## src/rtl/irf_pkg.sv

```systemverilog
package irf_pkg;
   localparam int BIT_OVF = 0;
   localparam int BIT_PKT = 1;
   localparam int BIT_AVL = 4;
   localparam int CNT_LSB = 8;
   localparam int LVL_LSB = 8;

   typedef struct packed {
      logic avl;
      logic pkt;
      logic ovf;
   } irf_flags_t;
endpackage

```

## src/rtl/irf_store.sv

```systemverilog
module irf_store #(
   parameter int DEPTH  = 16,
   parameter int DATA_W = 8,
   localparam int PTR_W = $clog2(DEPTH),
   localparam int CNT_W = PTR_W + 1
) (
   input  logic              clk,
   input  logic              rst_n,
   input  logic              push,
   input  logic [DATA_W-1:0] push_data,
   input  logic              pop,
   output logic [DATA_W-1:0] rd_data,
   output logic [CNT_W-1:0]  count,
   output logic              drop
);
   logic [DATA_W-1:0] mem [DEPTH];
   logic [PTR_W-1:0]  wptr, rptr;
   logic              full, empty, pop_ok, accept;

   assign full    = (count == CNT_W'(DEPTH));
   assign empty   = (count == '0);
   assign pop_ok  = pop && !empty;
   assign accept  = push && (!full || pop_ok);
   assign drop    = push && !accept;
   assign rd_data = empty ? '0 : mem[rptr];

   always_ff @(posedge clk) begin
      if (accept) mem[wptr] <= push_data;
   end

   always_ff @(posedge clk) begin
      if (!rst_n) begin
         wptr  <= '0;
         rptr  <= '0;
         count <= '0;
      end else begin
         if (accept) wptr <= wptr + 1'b1;
         if (pop_ok) rptr <= rptr + 1'b1;
         case ({accept, pop_ok})
            2'b10:   count <= count + 1'b1;
            2'b01:   count <= count - 1'b1;
            default: count <= count;
         endcase
      end
   end

   // occupancy never passes the depth
   assert_cnt_bound_R2: assert property (@(posedge clk) disable iff (!rst_n)
      count <= CNT_W'(DEPTH));
   // popping an empty buffer leaves it empty
   assert_empty_pop_R8: assert property (@(posedge clk) disable iff (!rst_n)
      (pop && empty && !push) |=> (count == '0));
   // a dropped byte leaves the buffer full
   assert_drop_keeps_R3: assert property (@(posedge clk) disable iff (!rst_n)
      drop |=> (count == CNT_W'(DEPTH)));
endmodule

```

## src/rtl/irf_status.sv

```systemverilog
module irf_status
   import irf_pkg::*;
#(
   parameter int DEPTH = 16,
   localparam int LVL_W = $clog2(DEPTH),
   localparam int CNT_W = LVL_W + 1
) (
   input  logic             clk,
   input  logic             rst_n,
   input  logic             set_ovf,
   input  logic             set_pkt,
   input  logic [CNT_W-1:0] count,
   input  logic             sts_wr,
   input  logic             en_wr,
   input  logic [31:0]      wdata,
   output irf_flags_t       flags,
   output irf_flags_t       en,
   output logic [LVL_W-1:0] level
);
   logic ovf_q, pkt_q;

   always_ff @(posedge clk) begin
      if (!rst_n) begin
         ovf_q <= 1'b0;
         pkt_q <= 1'b0;
         en    <= '0;
         level <= LVL_W'(DEPTH / 2 - 1);
      end else begin
         ovf_q <= set_ovf | (ovf_q & ~(sts_wr & wdata[BIT_OVF]));
         pkt_q <= set_pkt | (pkt_q & ~(sts_wr & wdata[BIT_PKT]));
         if (en_wr) begin
            en.ovf <= wdata[BIT_OVF];
            en.pkt <= wdata[BIT_PKT];
            en.avl <= wdata[BIT_AVL];
            level  <= wdata[LVL_LSB +: LVL_W];
         end
      end
   end

   always_comb begin
      flags.ovf = ovf_q;
      flags.pkt = pkt_q;
      flags.avl = (count > {1'b0, level});
   end

   // overflow event raises its flag
   assert_ovf_set_R3: assert property (@(posedge clk) disable iff (!rst_n)
      set_ovf |=> flags.ovf);
   // end-of-train raises its flag at the storing edge
   assert_pkt_set_R4: assert property (@(posedge clk) disable iff (!rst_n)
      set_pkt |=> flags.pkt);
   // a one written to bit 0 clears overflow when no new event arrives
   assert_w1c_ovf_R5: assert property (@(posedge clk) disable iff (!rst_n)
      (sts_wr && wdata[BIT_OVF] && !set_ovf) |=> !flags.ovf);
   // fill level follows an enable-word write
   assert_level_load_R9: assert property (@(posedge clk) disable iff (!rst_n)
      en_wr |=> (level == $past(wdata[LVL_LSB +: LVL_W])));
endmodule

```

## src/rtl/irf_irq.sv

```systemverilog
module irf_irq
   import irf_pkg::*;
#(
   parameter int N_SRC = 3
) (
   input  logic [N_SRC-1:0] flags,
   input  logic [N_SRC-1:0] en,
   output logic             irq
);
   logic [N_SRC-1:0] term;

   for (genvar i = 0; i < N_SRC; i++) begin : g_term
      assign term[i] = flags[i] & en[i];
   end

   assign irq = |term;
endmodule

```

## src/rtl/ir_rx_fifo_irq.sv

```systemverilog
module ir_rx_fifo_irq
   import irf_pkg::*;
#(
   parameter int DEPTH  = 16,
   parameter int DATA_W = 8
) (
   input  logic              clk,
   input  logic              rst_n,
   input  logic              in_valid,
   input  logic [DATA_W-1:0] in_byte,
   input  logic              in_last,
   input  logic              pop_req,
   output logic [DATA_W-1:0] pop_byte,
   input  logic              sts_wr,
   input  logic              en_wr,
   input  logic [31:0]       wdata,
   output logic [31:0]       sts_word,
   output logic [31:0]       en_word,
   output logic              irq
);
   localparam int LVL_W = $clog2(DEPTH);
   localparam int CNT_W = LVL_W + 1;

   if (!(DEPTH == 16 || DEPTH == 64)) begin : g_bad_depth
      $error("ir_rx_fifo_irq: DEPTH must be 16 or 64");
   end
   if (DATA_W < 1 || CNT_LSB + CNT_W > 32) begin : g_bad_width
      $error("ir_rx_fifo_irq: field widths out of range");
   end

   logic [CNT_W-1:0] count;
   logic             drop;
   irf_flags_t       flags, en;
   logic [LVL_W-1:0] level;

   irf_store #(.DEPTH(DEPTH), .DATA_W(DATA_W)) u_store (
      .clk       (clk),
      .rst_n     (rst_n),
      .push      (in_valid),
      .push_data (in_byte),
      .pop       (pop_req),
      .rd_data   (pop_byte),
      .count     (count),
      .drop      (drop)
   );

   irf_status #(.DEPTH(DEPTH)) u_status (
      .clk     (clk),
      .rst_n   (rst_n),
      .set_ovf (drop),
      .set_pkt (in_valid && in_last),
      .count   (count),
      .sts_wr  (sts_wr),
      .en_wr   (en_wr),
      .wdata   (wdata),
      .flags   (flags),
      .en      (en),
      .level   (level)
   );

   irf_irq #(.N_SRC(3)) u_irq (
      .flags (flags),
      .en    (en),
      .irq   (irq)
   );

   always_comb begin
      sts_word                     = '0;
      sts_word[BIT_OVF]            = flags.ovf;
      sts_word[BIT_PKT]            = flags.pkt;
      sts_word[BIT_AVL]            = flags.avl;
      sts_word[CNT_LSB +: CNT_W]   = count;
      en_word                      = '0;
      en_word[BIT_OVF]             = en.ovf;
      en_word[BIT_PKT]             = en.pkt;
      en_word[BIT_AVL]             = en.avl;
      en_word[LVL_LSB +: LVL_W]    = level;
   end

   // no enabled flag means a quiet interrupt line one cycle on
   assert_irq_quiet_R7: assert property (@(posedge clk) disable iff (!rst_n)
      ($past(en_word[BIT_OVF]) == 1'b0 && $past(en_word[BIT_PKT]) == 1'b0 &&
       $past(en_word[BIT_AVL]) == 1'b0 && !en_wr && $stable(en_word)) |-> !irq);
endmodule

```

## config.mk

```make
export PLATFORM = sky130hd
export DESIGN_NAME = ir_rx_fifo_irq
export DESIGN_NICKNAME = d
export VERILOG_FILES = /design/src/rtl/irf_pkg.sv /design/src/rtl/irf_store.sv /design/src/rtl/irf_status.sv /design/src/rtl/irf_irq.sv /design/src/rtl/ir_rx_fifo_irq.sv
export SDC_FILE = /design/constraint.sdc
export NUM_CORES = 1
export LEC_CHECK = 0
export ABC_AREA = 0
export ABC_CLOCK_PERIOD_IN_PS = 4700
export CAP_MARGIN = 20
export CORE_UTILIZATION = 57
export DETAILED_ROUTE_END_ITERATION = 7
export GPL_TIMING_DRIVEN = 0
export PLACE_DENSITY = 0.92
export SETUP_SLACK_MARGIN = 0.3
export SYNTH_ARGS = -nofsm -noshare
export SYNTH_HDL_FRONTEND = slang
export SYNTH_SLANG_ARGS = --single-unit
```

## constraint.sdc

```tcl
create_clock -name clk -period 4.7 [get_ports clk]
set_input_delay 1.41 -clock clk [delete_from_list [all_inputs] [get_ports clk]]
set_output_delay 1.41 -clock clk [all_outputs]
set_load 0.01 [all_outputs]
```

; ---- Word level (Yosys, flattened, before mapping)
; Memories as Yosys holds them, arrays and structs flattened. A register that Yosys moved wholly into a read port is not among the register bits.
; Index checks and enable logic that the tools add are counted.
[totals]
output_inout_bits = 73
ram_bits = 128
n_memories = 1
input_bits = 47
ff_bits = 22
[mem_list]
columns = memory, words, word_bits, read_ports, rd_ports_with_merged_regs, wr, line
row1 = u_store.mem, 16, 8, 1, 1, 1, irf_store.sv:16  ; logic [DATA_W-1:0] mem [DEPTH];
[op_classes]
n_lt_le_gt_ge = 1
addsub = 4
mux = 6
eq_ne = 3
n_reduce_logical = 11
bitwise = 11
[ops]
columns = cell, n
row1 = one-hot mux 5 bit (2 select lines), 1
row2 = adder 4 x 1 -> 4 bit (second input constant), 2
row3 = two-way mux 4 bit, 2
row4 = two-way mux 8 bit, 1
row5 = bitwise AND 1 bit, 7
row6 = adder 5 x 1 -> 5 bit (second input constant), 1
row7 = equality test 5 bit (second input constant), 1
row8 = > comparator 5 x 4 -> 1 bit, 1
row9 = logical NOT 5 bit, 1
row10 = subtractor 5 x 1 -> 5 bit (second input constant), 1
row11 = logical AND 1 bit, 4
row12 = logical NOT 1 bit, 3
row13 = OR reduction 3 bit, 1
row14 = equality test 2 x 1 -> 1 bit (second input constant), 1
row15 = equality test 2 bit (second input constant), 1
row16 = two-way mux 1 bit, 2
row17 = NOT 1 bit, 2
row18 = bitwise OR 1 bit, 2
row19 = nonzero test 2 bit, 1
row20 = logical OR 1 bit, 1

; ---- Depth between registers and ports, before layout
; Gate-level depths: netlist of the first run.
[depth]
depth_word = 8
ltp_mapped = 9

; ---- Cells and area by module
; A second synthesis of the first run with hierarchy kept.
[unflattened]
hier_cells = 428
area_unflattened_um2 = 6771.5
[modules_own_cells]
columns = module, instances, cells_each, seq_area_each_um2, area_per_inst_um2
row1 = irf_store, 1, 328, 4184.0, 5938.2
row2 = irf_status, 1, 47, 180.2, 441.7
row3 = ir_rx_fifo_irq, 1, 51, 0.0, 377.9
row4 = irf_irq, 1, 2, 0.0, 13.8

; ---- Worst setup path after synthesis of the first run
; No wires, ideal clock.
[synth_timing]
kind = input port to flip-flop
start = input in_valid
end = register u_store.count[4]
arrival_time_ns = 3.090
stages = 8
setup_slack_ns = 1.530
cell_sequence = buf_2 -> or2_4 -> inv_2 -> ha_1 -> nor2b_1 -> o22a_1 -> or4_1 -> a41oi_1
[synth_between]
elab_chain_cells = 3
word_cells_on_any_way = 5
[synth_rtl]
columns = element, line
row1 = from (decl), ir_rx_fifo_irq.sv:9  ; input logic in_valid,
row2 = logical AND 1 bit *, irf_store.sv:23  ; assign accept = push && (!full || pop_ok);
row3 = equality test 2 x 1 -> 1 bit or equality test 2 bit (tied branches), irf_store.sv:39  ; case ({accept, pop_ok})
row4 = one-hot mux 5 bit (2 select lines) or nonzero test 2 bit (tied branches), --
row5 = to (signal assigned), irf_store.sv:40  ; 2'b10: count <= count + 1'b1;
row6 = to (signal assigned), irf_store.sv:41  ; 2'b01: count <= count - 1'b1;
row7 = to (signal assigned), irf_store.sv:42  ; default: count <= count;
row8 = to (decl), irf_store.sv:13  ; output logic [CNT_W-1:0] count,
; Every way passes the cells marked *; elsewhere a longest branch is shown, timed or not.
; A chain may end at the register's enable or synchronous reset.

==> summary.md, run 1 <==
| Metric | Value |
|---|---|
| HP Class | `flop to flop` |
| Final Cell Area | `8110 µm²` |
| Worst path arrival time | `2.86 ns` |
| Final min period | `4.27 ns` |
| Final Max Tran Viols | `0` |
| Commonest register cell after synthesis | `edfxtp_1` |
| Clk_lat worst skew | `0.42 ns` |
| Leakage | `2.95 nW` |
| Yosys top cell area share | `57.2%` |
| DP Wirelength | `9470 µm` |
| Max-cap violations | `0` |
| Kind of critical path | `flop to output pin` |
| Worst Path Max Fanout | `10` |
| Storage element area | `4360 µm²` |
| CTS max path bufs | `2` |
| TritonCTS clock tree | `yes` |
| Total power | `3.75 mW` |
| Worst Reg-to-Reg Cells | `9` |
| CTS Hold Bufs | `0` |
| Clk sinks | `154` |
| GPL Wtd Cong | `0.753` |
| Most common cell after layout, fill and taps aside | `edfxtp_1` |
| Commonest cells after routing, fill and taps aside | `edfxtp_1, buf_4, conb_1` |
| CTS root buf | `clkbuf_16` |
| Global route overflow | `0` |
| Total number of vias | `3904` |
| # diodes | `0` |
| WL/cell | `20.4 µm` |
| Worst R2R End | `u_store.count[4]` |
| Yosys cell types | `46` |
| Initial antenna violation count | `0` |
| Period utilization | `90.9%` |
| Layout Nets | `602` |
| Final ANT Viol Nets | `0` |
| Vias in the first global route | `4150` |
| Synth area leader | `edfxtp_1` |
| Post-synth EDFFs | `128` |
| Fin util | `70.7%` |
| Postcts setup bufs | `0` |
| Worst Hold Depth | `2` |
| Ys async rst share | `0%` |
| Initial DRC Count | `360` |
| Filler cells | `726` |
| Die Area | `12200 µm²` |
| R2R setup slack | `1.82 ns` |
| # DRC | `0` |
| Hold worst-path end | `u_status.level[1]` |
| Setup violators final | `0` |
| Initial Util | `58.6%` |
| Worst path required time | `3.29 ns` |
| Num CTS Buffers | `17` |
| Status | `finished clean` |
| Worst hold slack | `0.513 ns` |
| Post-Syn Instances | `428` |
| Die Width | `111 µm` |
| Max Fclk | `0.234 GHz` |
| Setup total negative slack | `0 ns` |
| Unrepaired setup endpoints after global routing | `false` |
| Reg2reg start | `u_store.count[1]` |
| Core area | `11500 µm²` |
| IO Pins | `120` |
| Via density | `5.59` |
| Relative slew margins | `29.6%` |
| Synth Register Bits | `154` |
| Peak VDD IR | `0.000324 V` |
| Reg clk slew, reported paths | `0.06 ns` |
| Core Rows | `39` |
| Placed cell areas | `7540 µm²` |
| Largest net degree at the start of global routing | `17` |
| Synth Area per Inst | `15.7 µm²` |
| Seq/Total Area, Yosys | `65.0%` |
| Hold path start | `u_status.level[1]` |
| Htree depth | `4` |
| Global-route wire length before repair | `22100 µm` |
| Port buffer count | `43` |
| Die Span Y | `111 µm` |
| Final setup skew | `0.00694 ns` |
| Total Routing Usage GR | `24.6%` |
| Pwr dens | `463 nW/µm²` |
| Mapped Area | `6720 µm²` |
| Area taken by multi-input logic gates | `2030 µm²` |
| Area delta synth->final | `20.7%` |
| Warnings from Yosys | `0` |
| CP Launch Type | `flop` |
| Worst-margin pin slew | `1.05 ns` |
| Share of cells above drive strength 1 | `24.5%` |
| Largest cells by area after synthesis | `edfxtp_1, mux4_2, dfxtp_1` |
| Worst setup EP type | `output pin` |
| Hold Fails Final Rpt | `0` |
| DR pass1 iterations | `6` |
| Final wirelength | `14200 µm` |
==> sequential cells by signal (all words and copies together), names as in the netlist, named ones only <==
name            count
u_store.count       5
u_status.en         3
u_store.rptr        4
u_status.pkt_q      1
u_status.level      4
u_status.ovf_q      1
u_store.wptr        4
u_store.mem       128
==> cell families (layout without fill, tap and decap cells) <==
kind of cell,count (synthesis),in the layout,synth area share (%)
other cells,1,49,0.0558
flops,154,154,65.0
mux,50,50,13.4
buf+inv,81,160,7.52
compound gates,42,42,5.09
fa+ha+maj,13,13,2.53
simple gates,81,81,5.64
xor+xnor,6,6,0.782
==> metrics by stage <==
stage	setup slack, ns	std cells
floorplan	1.53	476
global placement	0.479	662
detailed placement	0.658	666
CTS	0.310	698
global route	0.303	698
finish	0.429	698
==> power breakdown <==
group	internal (mW)	switching, mW
sequential	1.53	0.0429
clock	0.775	0.518
combinational	0.427	0.459
==> critical path, cell delays in order (launching register included) <==
cell,delay [ns]
dfxtp_1,0.30
buf_2,0.18
clkbuf_4,0.30
buf_4,0.26
mux4_2,0.23
mux2i_1,0.12
a211oi_1,0.43
clkdlybuf4s50_1,0.63
==> what timing repair did <==
action                                  4_1_cts  5_1_grt
gates cloned                                  0        0
endpoints found under the setup margin        4        7
hold endpoints to repair                      0        0
gates resized for setup                       2        6
==> metal layers <==
| layer | vias up | GRT usage (%) | part of all wire, % |
|---|---|---|---|
| met5 | - | 0 | 0 |
| met4 | 0 | 9.16 | 1.8 |
| met3 | 29 | 5.93 | 7.6 |
| met2 | 202 | 43.5 | 53 |
| met1 | 1922 | 29.0 | 37 |
| li1 | 1751 | - | - |
==> synthesized netlist by cell type, drive strengths merged, types with 3 or more instances <==
library cell / n
a211oi: 17
a21oi: 3
buf: 62
clkbuf: 9
dfxtp: 26
edfxtp: 128
ha: 12
inv: 10
mux2i: 18
mux4: 32
nand2: 20
nand2b: 4
nand3: 4
nor2: 30
nor2b: 12
nor3: 5
o211ai: 4
o21a: 3
o21ai: 3
xnor2: 3
xor2: 3
==> how the worst max path moves through the flow <==
stage	end	slack (ns)
2_1_floorplan	u_store.count[4]	1.53
3_3_place_gp	u_store.mem[1][3]	0.48
3_5_place_dp	pop_byte[7]	0.66
4_1_cts	pop_byte[6]	0.31
5_1_grt	pop_byte[1]	0.30
6_report	pop_byte[1]	0.43
==> final cells by class <==
class                           count  area share [%]
Tap cell                          143            2.21
Clock inverter                     13            1.59
Clock buffer                       19            5.34
Sequential cell                   154            53.8
Inverter                           10           0.463
Timing Repair Buffer               47            5.68
Multi-Input combinational cell    241            25.0
Buffer                             71            5.92
Power figures use the tool's default switching activity.
==> run 2: changes to the inputs <==
--- a/config.mk
+++ b/config.mk
@@ -6,7 +6,6 @@
 export NUM_CORES = 1
 export LEC_CHECK = 0
 export ABC_AREA = 0
-export ABC_CLOCK_PERIOD_IN_PS = 4700
 export CAP_MARGIN = 20
 export CORE_UTILIZATION = 57
 export DETAILED_ROUTE_END_ITERATION = 7
==> results of run 2 <==
Same layout as run 1: the final DEF is identical, and so are final timing and power.
==> run 3: changes to the inputs <==
--- a/config.mk
+++ b/config.mk
@@ -7,10 +7,10 @@
 export LEC_CHECK = 0
 export ABC_AREA = 0
 export CAP_MARGIN = 20
-export CORE_UTILIZATION = 57
+export CORE_UTILIZATION = 45
 export DETAILED_ROUTE_END_ITERATION = 7
 export GPL_TIMING_DRIVEN = 0
-export PLACE_DENSITY = 0.92
+export PLACE_DENSITY = 0.76
 export SETUP_SLACK_MARGIN = 0.3
 export SYNTH_ARGS = -nofsm -noshare
 export SYNTH_HDL_FRONTEND = slang
==> summary.md, run 3 (same netlist as run 1, synthesis figures left out) <==
| Metric | Value |
|---|---|
| Htree depth | `4 (unchanged)` |
| CP Launch Type | `flop` |
| Critical Path Slowest Stage Cell | `clkdlybuf4s50_1` |
| Die Span Y | `124 µm (+12%)` |
| WL met3 | `818 µm (-24%)` |
| Clk_lat worst skew | `0.42 ns (about the same)` |
| Pwr dens | `463 nW/µm² (about the same)` |
| Worst path arrival time | `2.78 ns (-0.08 ns)` |
| Uppermost layer routed | `met4` |
| Via density | `5.10 (-8.9%)` |
| Crit path cell chain | `buf_2 -> buf_2 -> clkbuf_1 -> a211oi_1 -> a211oi_1 -> clkdlybuf4s50_1` |
| DR pass1 iterations | `5 (-1)` |
| Max Fclk | `0.239 GHz (+2.0%)` |
| Hold Fails Final Rpt | `0 (unchanged)` |
| Final min period | `4.19 ns (-0.0853 ns)` |
| Initial Util | `46.2% (-12 points)` |
| Buf/Inv on CP | `4 (unchanged)` |
| Clk sinks | `154 (unchanged)` |
| # DRC | `0 (unchanged)` |
| Max-cap violations | `0 (unchanged)` |
| Status | `finished clean` |
| Area delta synth->final | `21.7%` |
| CP max stage delay | `0.61 ns (-0.02 ns)` |
| Final setup skew | `0.0136 ns (+0.00671 ns)` |
| Leakage | `2.96 nW (+0.11%)` |
| Port buffer count | `43 (unchanged)` |
| Die Area | `15400 µm² (+26%)` |
| Num CTS Buffers | `17 (unchanged)` |
| Total Routing Usage GR | `18.9% (-5.7 points)` |
| Period utilization | `89.0% (-1.8 points)` |
| CTS root buf | `clkbuf_16` |
| Wl on met1 | `5490 µm (+3.9%)` |
| Reg clk slew, reported paths | `0.06 ns (about the same)` |
| Largest net degree at the start of global routing | `17 (unchanged)` |
| Worst-margin pin slew | `0.944 ns (-0.109 ns)` |
| Global-route wire length before repair | `20600 µm (-7.1%)` |
| TritonCTS clock tree | `yes` |
| Relative slew margins | `36.8% (+7.3 points)` |
| Core area | `14500 µm² (+27%)` |
| Worst setup EP type | `output pin` |
| WL/cell | `18.0 µm (-12%)` |
| Biggest register | `u_store.mem` |
| Final ANT Viol Nets | `0 (unchanged)` |
| Top flop regs | `u_store.mem x128, u_store.count x5` |
| Total number of vias | `3767 (-3.5%)` |
| GPL Wtd Cong | `0.767 (+1.9%)` |
| Global route overflow | `0 (unchanged)` |
| Crit path max-delay family | `buffers and inverters` |
| Final Max Tran Viols | `0 (unchanged)` |
| Setup violators final | `0 (unchanged)` |
| Setup ws final | `0.515 ns (+0.0853 ns)` |
| Metal2 WL | `6850 µm (-10%)` |
| CTS Hold Bufs | `0 (unchanged)` |
| Worst path required time | `3.29 ns (about the same)` |
| Core Rows | `44 (+13%)` |
| DP Wirelength | `9050 µm (-4.5%)` |
| Unrepaired setup endpoints after global routing | `false` |
| Final Non-Filler Cells | `739 (+5.9%)` |
| Share of cells above drive strength 1 | `24.5% (unchanged)` |
| Commonest cells after routing, fill and taps aside | `edfxtp_1, buf_4, conb_1` |
| Most common cell after layout, fill and taps aside | `edfxtp_1` |
| IO Pins | `120 (unchanged)` |
| Vias in the first global route | `3790 (-8.7%)` |
| Initial DRC Count | `305 (-15%)` |
| Worst Path Max Fanout | `10 (unchanged)` |
| CTS max path bufs | `2 (unchanged)` |
| Kind of critical path | `flop to output pin` |
| Peak VDD IR | `0.000279 V (-14%)` |
| Setup total negative slack | `0 ns (unchanged)` |
| Dpl ws | `0.632 ns (-0.0257 ns)` |
| Initial antenna violation count | `0 (unchanged)` |
| HP Class | `flop to flop` |
| Largest register FFs | `128 (unchanged)` |
| Die Width | `124 µm (+12%)` |
| Final wirelength | `13300 µm (-6.7%)` |
| Layout Nets | `602 (unchanged)` |
| Dpl cells | `707 (+6.2%)` |
| # diodes | `0 (unchanged)` |
[run 3: routing by layer]
metal	up-vias	track usage, %
met3	12	6.14
met5	-	0
met4	0	5.28
met2	137	31.9
li1	1751	-
met1	1867	23.2
[run 3: timing repair]
| action | in CTS | in global routing |
|---|---|---|
| cloned | 0 | 0 |
| gates resized for setup | 1 | 8 |
| setup endpoints to repair | 4 | 8 |
| buffers inserted | 0 | 0 |
[run 3: path summary, 6_finish.rpt]
check                         start                end  slack [ns]  cells past startpoint
setup / recovery               flop        pop_byte[0]        0.51                      6
hold / removal    u_status.level[2]  u_status.level[2]        0.52                      2
setup reg to reg   u_store.count[0]   u_store.count[4]        1.83                      9
hold reg to reg   u_status.level[2]  u_status.level[2]        0.52                      2
[run 3: tightest hold or removal path, stage by stage (launching register included)]
cell	delay (ns)
dfxtp_1	0.31
inv_1	0.07
o211ai_1	0.08
[run 3: layout make-up]
cell class                 count  area (µm²)
buffer                        71         479
clock buffer                  19         433
clock inverter                13         141
fill                        1171        6360
inverter                      10        37.5
multi-input combinational    241        2030
sequential                   154        4360
tap                          184         230
timing repair buffer          47         455
[run 3: through the flow]
step / total power, mW / utilization (%) / area (µm²) / hold WS [ns]
finish: 3.78 / 56.2 / 8170 / 0.517
global route: 3.95 / 56.2 / 8170 / 0.538
CTS: 3.81 / 56.1 / 8160 / 0.520
detailed placement: 2.47 / 52.2 / 7580 / 0.504
global placement: 2.44 / 52.0 / 7560 / 0.493
floorplan: 2.15 / - / 6900 / 0.476
[run 3: where the power goes]
| group | internal (mW) | switching (mW) | leakage (nW) |
|---|---|---|---|
| Combinational | 0.427 | 0.446 | 1.30 |
| Clock | 0.786 | 0.552 | 0.286 |
| Sequential | 1.53 | 0.0419 | 1.37 |
| Total | 2.74 | 1.04 | 2.96 |
